--- src/rtl/alu4_pkg.sv ---
package alu4_pkg;
  typedef enum logic [1:0] {
    OP_ADD = 2'b00,
    OP_SUB = 2'b01,
    OP_AND = 2'b10,
    OP_XOR = 2'b11
  } alu_op_e;
endpackage

--- src/rtl/alu4_arith.sv ---
module alu4_arith #(
  parameter int unsigned W = 4
) (
  input  logic [W-1:0] a_i,
  input  logic [W-1:0] b_i,
  input  logic         sub_i,
  output logic [W-1:0] sum_o,
  output logic         cout_o
);
  logic [W-1:0] b_cond;
  logic [W:0]   c;

  // operand conditioning: invert b for subtract
  always_comb b_cond = sub_i ? ~b_i : b_i;
  assign c[0] = sub_i;

  for (genvar i = 0; i < W; i++) begin : g_fa
    assign sum_o[i] = a_i[i] ^ b_cond[i] ^ c[i];
    assign c[i+1]   = (a_i[i] & b_cond[i]) | (c[i] & (a_i[i] ^ b_cond[i]));
  end

  assign cout_o = c[W];
endmodule

--- src/rtl/alu4_logic.sv ---
module alu4_logic #(
  parameter int unsigned W = 4
) (
  input  logic [W-1:0] a_i,
  input  logic [W-1:0] b_i,
  input  logic         sel_i,
  output logic [W-1:0] res_o
);
  always_comb res_o = sel_i ? (a_i ^ b_i) : (a_i & b_i);
endmodule

--- src/rtl/alu4_mode_mux.sv ---
module alu4_mode_mux #(
  parameter int unsigned W = 4
) (
  input  logic [W-1:0] arith_i,
  input  logic         arith_c_i,
  input  logic [W-1:0] logic_i,
  input  logic         mode_i,
  output logic [W-1:0] res_o,
  output logic         c_o
);
  always_comb begin
    res_o = mode_i ? logic_i : arith_i;
    c_o   = mode_i ? 1'b0 : arith_c_i;
  end
endmodule

--- src/rtl/alu4_mode.sv ---
module alu4_mode #(
  parameter int unsigned W = 4
) (
  input  logic [W-1:0] x_i,
  input  logic [W-1:0] y_i,
  input  logic         mode_i,
  input  logic         func_i,
  output logic [W-1:0] g_o,
  output logic         carry_o
);
  import alu4_pkg::*;

  alu_op_e      op;
  logic [W-1:0] arith_res, logic_res;
  logic         arith_c;

  assign op = alu_op_e'({mode_i, func_i});

  alu4_arith #(.W(W)) u_arith (
    .a_i   (x_i),
    .b_i   (y_i),
    .sub_i (op == OP_SUB),
    .sum_o (arith_res),
    .cout_o(arith_c)
  );

  alu4_logic #(.W(W)) u_logic (
    .a_i  (x_i),
    .b_i  (y_i),
    .sel_i(op == OP_XOR),
    .res_o(logic_res)
  );

  alu4_mode_mux #(.W(W)) u_mux (
    .arith_i  (arith_res),
    .arith_c_i(arith_c),
    .logic_i  (logic_res),
    .mode_i   (mode_i),
    .res_o    (g_o),
    .c_o      (carry_o)
  );
endmodule

--- config.mk ---
export PLATFORM = sky130hd
export DESIGN_NAME = alu4_mode
export DESIGN_NICKNAME = d
export VERILOG_FILES = /design/src/rtl/alu4_pkg.sv /design/src/rtl/alu4_arith.sv /design/src/rtl/alu4_logic.sv /design/src/rtl/alu4_mode_mux.sv /design/src/rtl/alu4_mode.sv
export SDC_FILE = /design/constraint.sdc
export NUM_CORES = 1
export LEC_CHECK = 0
export BUFFER_PORTS_ARGS = -buffer_cell sky130_fd_sc_hd__buf_2
export CAP_MARGIN = 0
export CORE_AREA = 2 2 39 41
export DETAILED_ROUTE_END_ITERATION = 12
export DIE_AREA = 0 0 41 43
export REMOVE_ABC_BUFFERS = 1
export SYNTH_ARGS = -nofsm -noshare
export SYNTH_HDL_FRONTEND = slang
export SYNTH_SLANG_ARGS = --single-unit
export TNS_END_PERCENT = 100
--- constraint.sdc ---
create_clock -name vclk -period 2.2
set_clock_uncertainty 0.1 [all_clocks]
set_input_delay 0.22 -clock vclk [all_inputs]
set_output_delay 0.22 -clock vclk [all_outputs]
set_load 0.03 [all_outputs]
==> results of run 1 <==
==> critical path: stages <==
cell	delay, ps
buf_6	90
nor2b_4	130
xnor2_2	130
fa_2	360
fa_2	350
fa_2	520
mux2i_1	60
buf_4	170
==> cell usage after synthesis <==
library cell  n
nor2_1        1
mux2i_1       7
nor2b_4       1
ha_1          4
xnor2_1       3
nand2b_1      1
buf_4         1
inv_1         3
fa_1          3
mux2_4        1
==> area by class of cell <==
| cell class | count | area, sq um | share of cell area (%) |
|---|---|---|---|
| repair buffers | 23 | 153 | 34.4 |
| well taps | 16 | 20.0 | 4.51 |
| multi-input cells | 21 | 260 | 58.6 |
| inverters | 3 | 11.3 | 2.54 |
==> report_power, final <==
part	leakage (uW)	internal [uW]	switching [uW]
Sequential	0	0	0
Clock	0	0	0
Combinational	0.000242	62.7	72.4
Total	0.000242	62.7	72.4
==> what timing repair did <==
action                     4_1_cts  5_1_grt
setup endpoints to repair        2        2
hold buffers                     0        0
pin swaps                        1        1
setup buffers                    1        0
gates resized for setup          9        0
==> path summary, 6_finish.rpt <==
kind / from / end / slack, ps / depth (start not counted)
worst max-delay path: func_i / g_o[3] / -160 / 8
worst min-delay path: mode_i / carry_o / 770 / 4
==> through the flow <==
| stage | setup WS (ps) | util (%) | hold slack, ps | TNS, ps |
|---|---|---|---|---|
| finish | -160 | 32.1 | 767 | -160 |
| CTS | -152 | 32.1 | 762 | -152 |
| global placement | -255 | 29.2 | 815 | -391 |
| global route | -241 | 32.1 | 799 | -320 |
| detailed placement | -270 | 29.2 | 812 | -426 |
| floorplan | -316 | - | 452 | -473 |
==> cell families (layout without fill, tap and decap cells) <==
family	after synthesis	in the layout	synth area share, %
and+or+nand+nor	3	3	9.00
muxes	8	8	32.2
buffers and inverters	4	26	7.11
xor gates and xnor gates	3	3	9.95
adders and majority gates	7	7	41.7
==> metal layers <==
layer  routed length (um)  up-vias  global-route usage, %
li1                     -      127                      -
met1                  209      115                   8.36
met2                  327       11                   16.9
met3                   52        0                      0
met4                    0        0                      0
met5                    0        -                      0
==> results.json, run 1 <==
{
  "most-common-layout-cells": "buf_2 (11), buf_4 (10), mux2i_1 (7)",
  "drv_cap": 0,
  "seq_area_sq_um": 0,
  "grt_pass1_vias": 278,
  "viasPerCell": 4.02,
  "drc": 0,
  "ys_seq_area_share_pct": 0,
  "ios": 15,
  "synth.largest_area_cell": "mux2i_1",
  "fmax_ghz": 0.424,
  "ys_warn_count": 0,
  "initial_utilization_pct": 19.1,
  "dp.final_hpwl_um": 467,
  "grt_max_degree": 6,
  "power_density_nw_per_um2": 304,
  "fp.dieW_um": 41,
  "max-vdd-ir-drop_mv": 0.0934,
  "violations": "setup timing",
  "drt_iter0_markers": 0,
  "finalMaxSlewViolations": 0,
  "layout_commonest_cell": "buf_2",
  "hp-class": "in2out",
  "fin_crit_sh_pct": 107,
  "outcome": "complete, but fails checks",
  "syn_area_sq_um": 264,
  "via_count": 253,
  "num_rows": 14,
  "synthDistinctLibCells": 10,
  "gr-total-overflow": 0,
  "wl_um": 590,
  "die_h_um": 43,
  "synth.top_cells.by_area": "mux2i_1 (27%), fa_1 (23%), ha_1 (19%)",
  "period_needed_ps": 2360,
  "drive_above_1_share_pct": 61.7,
  "grtUsageTotal_pct": 8.03,
  "num_antenna_cells": 0,
  "fin_ws_ps": -160,
  "place_area_sq_um": 404,
  "relSlewSlack_pct": 85.0,
  "crit_fanout": 3,
  "cp_data_arrival_time_ps": 2040,
  "critPathKind": "in2out",
  "avgSynthCellArea_sq_um": 10.6,
  "syn_to_final_growth_pct": 68.2,
  "setup_viol": 1,
  "required_ps": 1880,
  "syn_inst": 25,
  "antenna_left": 0,
  "coreArea_sq_um": 1380,
  "synth_top_area_share_pct": 26.5,
  "rsz0062_at_grt": "yes",
  "port_buffers": 15,
  "nets": 66,
  "firstDrtPassIters": 1,
  "endpoint_kind": "primary output",
  "nFillCells": 143,
  "tightest_slew_ps": 223,
  "placed_cells": 62,
  "p_leak_uw": 0.000242,
  "final_area_sq_um": 444,
  "hold_violations": 0,
  "p_total_uw": 135,
  "cp-start-kind": "input port",
  "wl_per_cell_um": 9.37,
  "gp_congestion": 0.669,
  "seq_cells": 0,
  "final_cells": 63,
  "antenna_found_initial": 0,
  "grt_first_pass_wirelength_um": 1010,
  "dieArea_sq_um": 1760,
  "clkbuf_count": 0
}
(Power assumes the default switching activity.)
==> run 2, diff against run 1 <==
PLACE_DENSITY = 0.48   (was not set)
==> run 2 against run 1 <==
The run still ends with setup timing left. Largest cell class unchanged. Sequential share of layout area unchanged. Sequential cell count stayed put. Worst setup slack better by 7.3 ps. Highest routed layer unchanged. Critical path type unchanged.
==> results.json, run 2 (same netlist as run 1, synthesis figures left out) <==
{
  "tightest_slew_ps": 213,
  "p_int_uw": 61.6,
  "whs_ps": 765,
  "hp-class": "in2out",
  "fin_crit_sh_pct": 107,
  "max-vdd-ir-drop_mv": 0.123,
  "coreArea_sq_um": 1380,
  "cp_data_arrival_time_ps": 2030,
  "antenna_left": 0,
  "p_total_uw": 134,
  "viasPerCell": 3.97,
  "grtUsageTotal_pct": 6.54,
  "antenna_found_initial": 0,
  "dp.final_hpwl_um": 473,
  "cp_cell_sequence": "buf_6, nor2b_4, xnor2_2, fa_2, fa_2, fa_2, mux2i_1, buf_4",
  "endpoint_kind": "primary output",
  "pwr-share-seq_pct": 0,
  "grt_first_pass_wirelength_um": 834,
  "period_needed_ps": 2350,
  "crit_fanout": 3,
  "gp_congestion": 0.610,
  "layout_commonest_cell": "buf_2",
  "placed_cells": 62,
  "critical_path_buf_inv_count": 2,
  "cp-start-kind": "input port",
  "gr-total-overflow": 0,
  "critPathKind": "in2out",
  "seq_area_sq_um": 0,
  "drc": 0,
  "rsz0062_at_grt": "yes",
  "finalMaxSlewViolations": 0,
  "relSlewSlack_pct": 85.7,
  "via_count": 250,
  "switching_share_pct": 53.9,
  "drive_above_1_share_pct": 61.7,
  "met1_usage_pct": 10.4,
  "hold_violations": 0,
  "grt_max_degree": 6,
  "power_frac_clock_pct": 0,
  "syn_to_final_growth_pct": 68.2,
  "required_ps": 1880,
  "dieArea_sq_um": 1760,
  "use_met3_pct": 1.05,
  "final_cells": 63,
  "p_leak_uw": 0.000243,
  "die_h_um": 43,
  "outcome": "complete, but fails checks",
  "power.net_switching_uw": 72.0,
  "ios": 15,
  "num_rows": 14,
  "wl_per_cell_um": 8.81,
  "fmax_ghz": 0.425,
  "clkbuf_count": 0,
  "port_buffers": 15,
  "hold_buffers": 0,
  "cp_common_cell": "fa_2",
  "most-common-layout-cells": "buf_2 (11), buf_4 (10), mux2i_1 (7)",
  "crit_family": "adder cells",
  "firstDrtPassIters": 4,
  "drv_cap": 0,
  "setup_viol": 1,
  "violations": "setup timing",
  "busiest_layer": "met1",
  "initial_utilization_pct": 19.1,
  "wl_um": 555,
  "min_path_cells": 4,
  "fp.dieW_um": 41,
  "gr-usage-met2_pct": 9.69,
  "drt_iter0_markers": 1,
  "fin_ws_ps": -152,
  "num_antenna_cells": 0,
  "p_comb_share_pct": 100.0,
  "slowest_stage": "fa_2",
  "seq_cells": 0,
  "nets": 66,
  "power_density_nw_per_um2": 301,
  "hold_end": "carry_o",
  "grt_pass1_vias": 199,
  "cpPeakStageDelay_ps": 520,
  "hold_start": "mode_i"
}
## run 2: layer usage
layer / wire [um] / share of wire (%)
met1: 275 / 50
met2: 207 / 37
met3: 72 / 13
met4: 0 / 0
met5: 0 / 0
## run 2: what timing repair did
action / in CTS / in global routing
pin swaps: 1 / 1
resized for setup: 9 / 0
setup endpoints to repair: 2 / 2
buffers inserted: 1 / 0
## run 2: power groups by stage
stage / clock network (uW) / logic, uW / registers, uW
CTS: 0 / 136 / 0
finish: 0 / 134 / 0
global placement: 0 / 123 / 0
global route: 0 / 150 / 0
floorplan: 0 / 77.7 / 0
detailed placement: 0 / 124 / 0
## run 2: stage by stage
stage	TNS, ps	setup slack (ps)	cell area [sq um]	util (%)
6_report	-152	-152	444	32.1
5_1_grt	-269	-213	444	32.1
4_1_cts	-149	-149	444	32.1
3_5_place_dp	-417	-272	404	29.2
3_3_place_gp	-409	-263	404	29.2
2_1_floorplan	-473	-316	256	-
## run 2: layout make-up
class | count | area, sq um
inverters | 3 | 11.3
well taps | 16 | 20.0
fillers | 151 | 940
multi-input cells | 21 | 260
repair buffers | 23 | 153
## run 2: worst max-delay path by stage
stage / slack, ps / start / endpoint / cells after the start
CTS: -150 / func_i / g_o[3] / 8
detailed placement: -270 / func_i / g_o[3] / 8
global route: -210 / func_i / g_o[3] / 8
global placement: -260 / func_i / g_o[3] / 8
floorplan: -320 / func_i / g_o[3] / 6
finish: -150 / func_i / g_o[3] / 8
## run 2: worst min-delay path: stages
cell    delay (ps)
buf_6           80
buf_4          140
nor2_1          50
buf_4          150
==> run 3, diff against run 2 <==
PLACE_DENSITY = 0.55   (was 0.48)
==> run 3 against run 2 <==
The run still ends with setup timing left. Routed wire length decreased by 5.2%. Design area down 3.4%. Core utilization decreased by 1.1 points. Clock-buffer cell count is the same. Non-clock buffer count fell by 2. Worst setup slack better by 5.3 ps. Die area unchanged. Critical endpoint unchanged.
==> results.json, run 3 (same netlist as run 1, synthesis figures left out) <==
{
  "seq_area_sq_um": 0,
  "wl_per_cell_um": 8.62,
  "ios": 15,
  "hold_buffers": 0,
  "cts_setup_buffers": 0,
  "p_int_uw": 59.6,
  "initial_utilization_pct": 19.1,
  "drv_cap": 0,
  "dieArea_sq_um": 1760,
  "drc": 0,
  "clkbuf_count": 0,
  "drt_iter0_markers": 2,
  "antenna_found_initial": 0,
  "violations": "setup timing",
  "final_area_sq_um": 429,
  "relSlewSlack_pct": 84.9,
  "power_frac_clock_pct": 0,
  "max-vdd-ir-drop_mv": 0.0945,
  "critical_path_buf_inv_count": 2,
  "required_ps": 1880,
  "whs_ps": 767,
  "placed_cells": 61,
  "gp_congestion": 0.700,
  "wl_um": 526,
  "cp_cell_sequence": "buf_6, nor2b_4, xnor2_2, fa_2, fa_2, fa_2, mux2i_1, buf_4",
  "via_count": 248,
  "switching_share_pct": 54.2,
  "num_antenna_cells": 0,
  "fmax_ghz": 0.426,
  "tns_ps": -147,
  "die_h_um": 43,
  "grtUsageTotal_pct": 6.04,
  "cp_data_arrival_time_ps": 2030,
  "endpoint_kind": "primary output",
  "crit_family": "adder cells",
  "dp.final_hpwl_um": 486,
  "most-common-layout-cells": "buf_2 (11), buf_4 (8), mux2i_1 (7)",
  "grt_pass1_vias": 217,
  "layout_commonest_cell": "buf_2",
  "cp-start-kind": "input port",
  "p_comb_share_pct": 100.0,
  "slowest_stage": "fa_2",
  "period_needed_ps": 2350,
  "setup_viol": 1,
  "drive_above_1_share_pct": 60.0,
  "cpPeakStageDelay_ps": 520,
  "place_area_sq_um": 397,
  "viasPerCell": 4.07,
  "grt_first_pass_wirelength_um": 793,
  "cp_common_cell": "fa_2",
  "p_total_uw": 130,
  "critPathKind": "in2out",
  "finalMaxSlewViolations": 0,
  "final_cells": 61,
  "hold_violations": 0,
  "fin_crit_sh_pct": 107,
  "power.net_switching_uw": 70.5,
  "pwr-share-seq_pct": 0,
  "coreArea_sq_um": 1380,
  "crit_start": "func_i",
  "firstDrtPassIters": 3,
  "num_rows": 14,
  "p_leak_uw": 0.000233,
  "fin_ws_ps": -147,
  "rsz0062_at_grt": "yes",
  "power_density_nw_per_um2": 303,
  "gr-total-overflow": 0,
  "seq_cells": 0,
  "outcome": "complete, but fails checks",
  "fp.dieW_um": 41,
  "nets": 64,
  "antenna_left": 0,
  "grt_max_degree": 6,
  "hp-class": "in2out",
  "syn_to_final_growth_pct": 62.6,
  "hold_start": "mode_i",
  "tightest_slew_ps": 225,
  "port_buffers": 15,
  "crit_fanout": 3
}
-- run 3: cell count changes in the layout (fill, tap and decap cells not counted) --
cell	change
buf_4	-2
-- run 3: power by group through the flow --
stage	Clock (uW)	Combinational [uW]	Sequential, uW
final	0	130	0
after global routing	0	145	0
after CTS	0	133	0
after detailed placement	0	123	0
after global placement	0	121	0
after floorplan	0	77.7	0
-- run 3: metrics by stage --
stage	utilization, %	setup WS (ps)
after floorplan	-	-316
after global placement	28.7	-300
after detailed placement	28.7	-298
after CTS	31.0	-162
after global routing	31.0	-207
final	31.0	-147
-- run 3: what timing repair did --
action	CTS	global route
resized for setup	9	0
setup endpoints to repair	2	2
pin swaps	1	1
-- run 3: final cells by class --
type,instances,area [sq um]
Fill cell,153,955
Inverter,3,11.3
Multi-Input combinational cell,21,260
Tap cell,16,20.0
Timing Repair Buffer,21,138
-- run 3: path summary, 6_finish.rpt --
path	slack, ps	to	cells after the start
worst min-delay path	770	carry_o	4
worst max-delay path	-150	g_o[3]	8
-- run 3: layer usage --
layer | vias up | routed length (um) | track usage [%] | part of all wire, %
met4 | 0 | 0 | 0 | 0
met5 | - | 0 | 0 | 0
met1 | 113 | 243 | 8.09 | 46
li1 | 123 | - | - | -
met2 | 12 | 233 | 10.9 | 44
met3 | 0 | 48 | 0 | 9.1
-- run 3: tightest hold or removal path, stage by stage --
cell and delay (ps):
buf_6 80, buf_4 140, nor2_1 50, buf_4 150
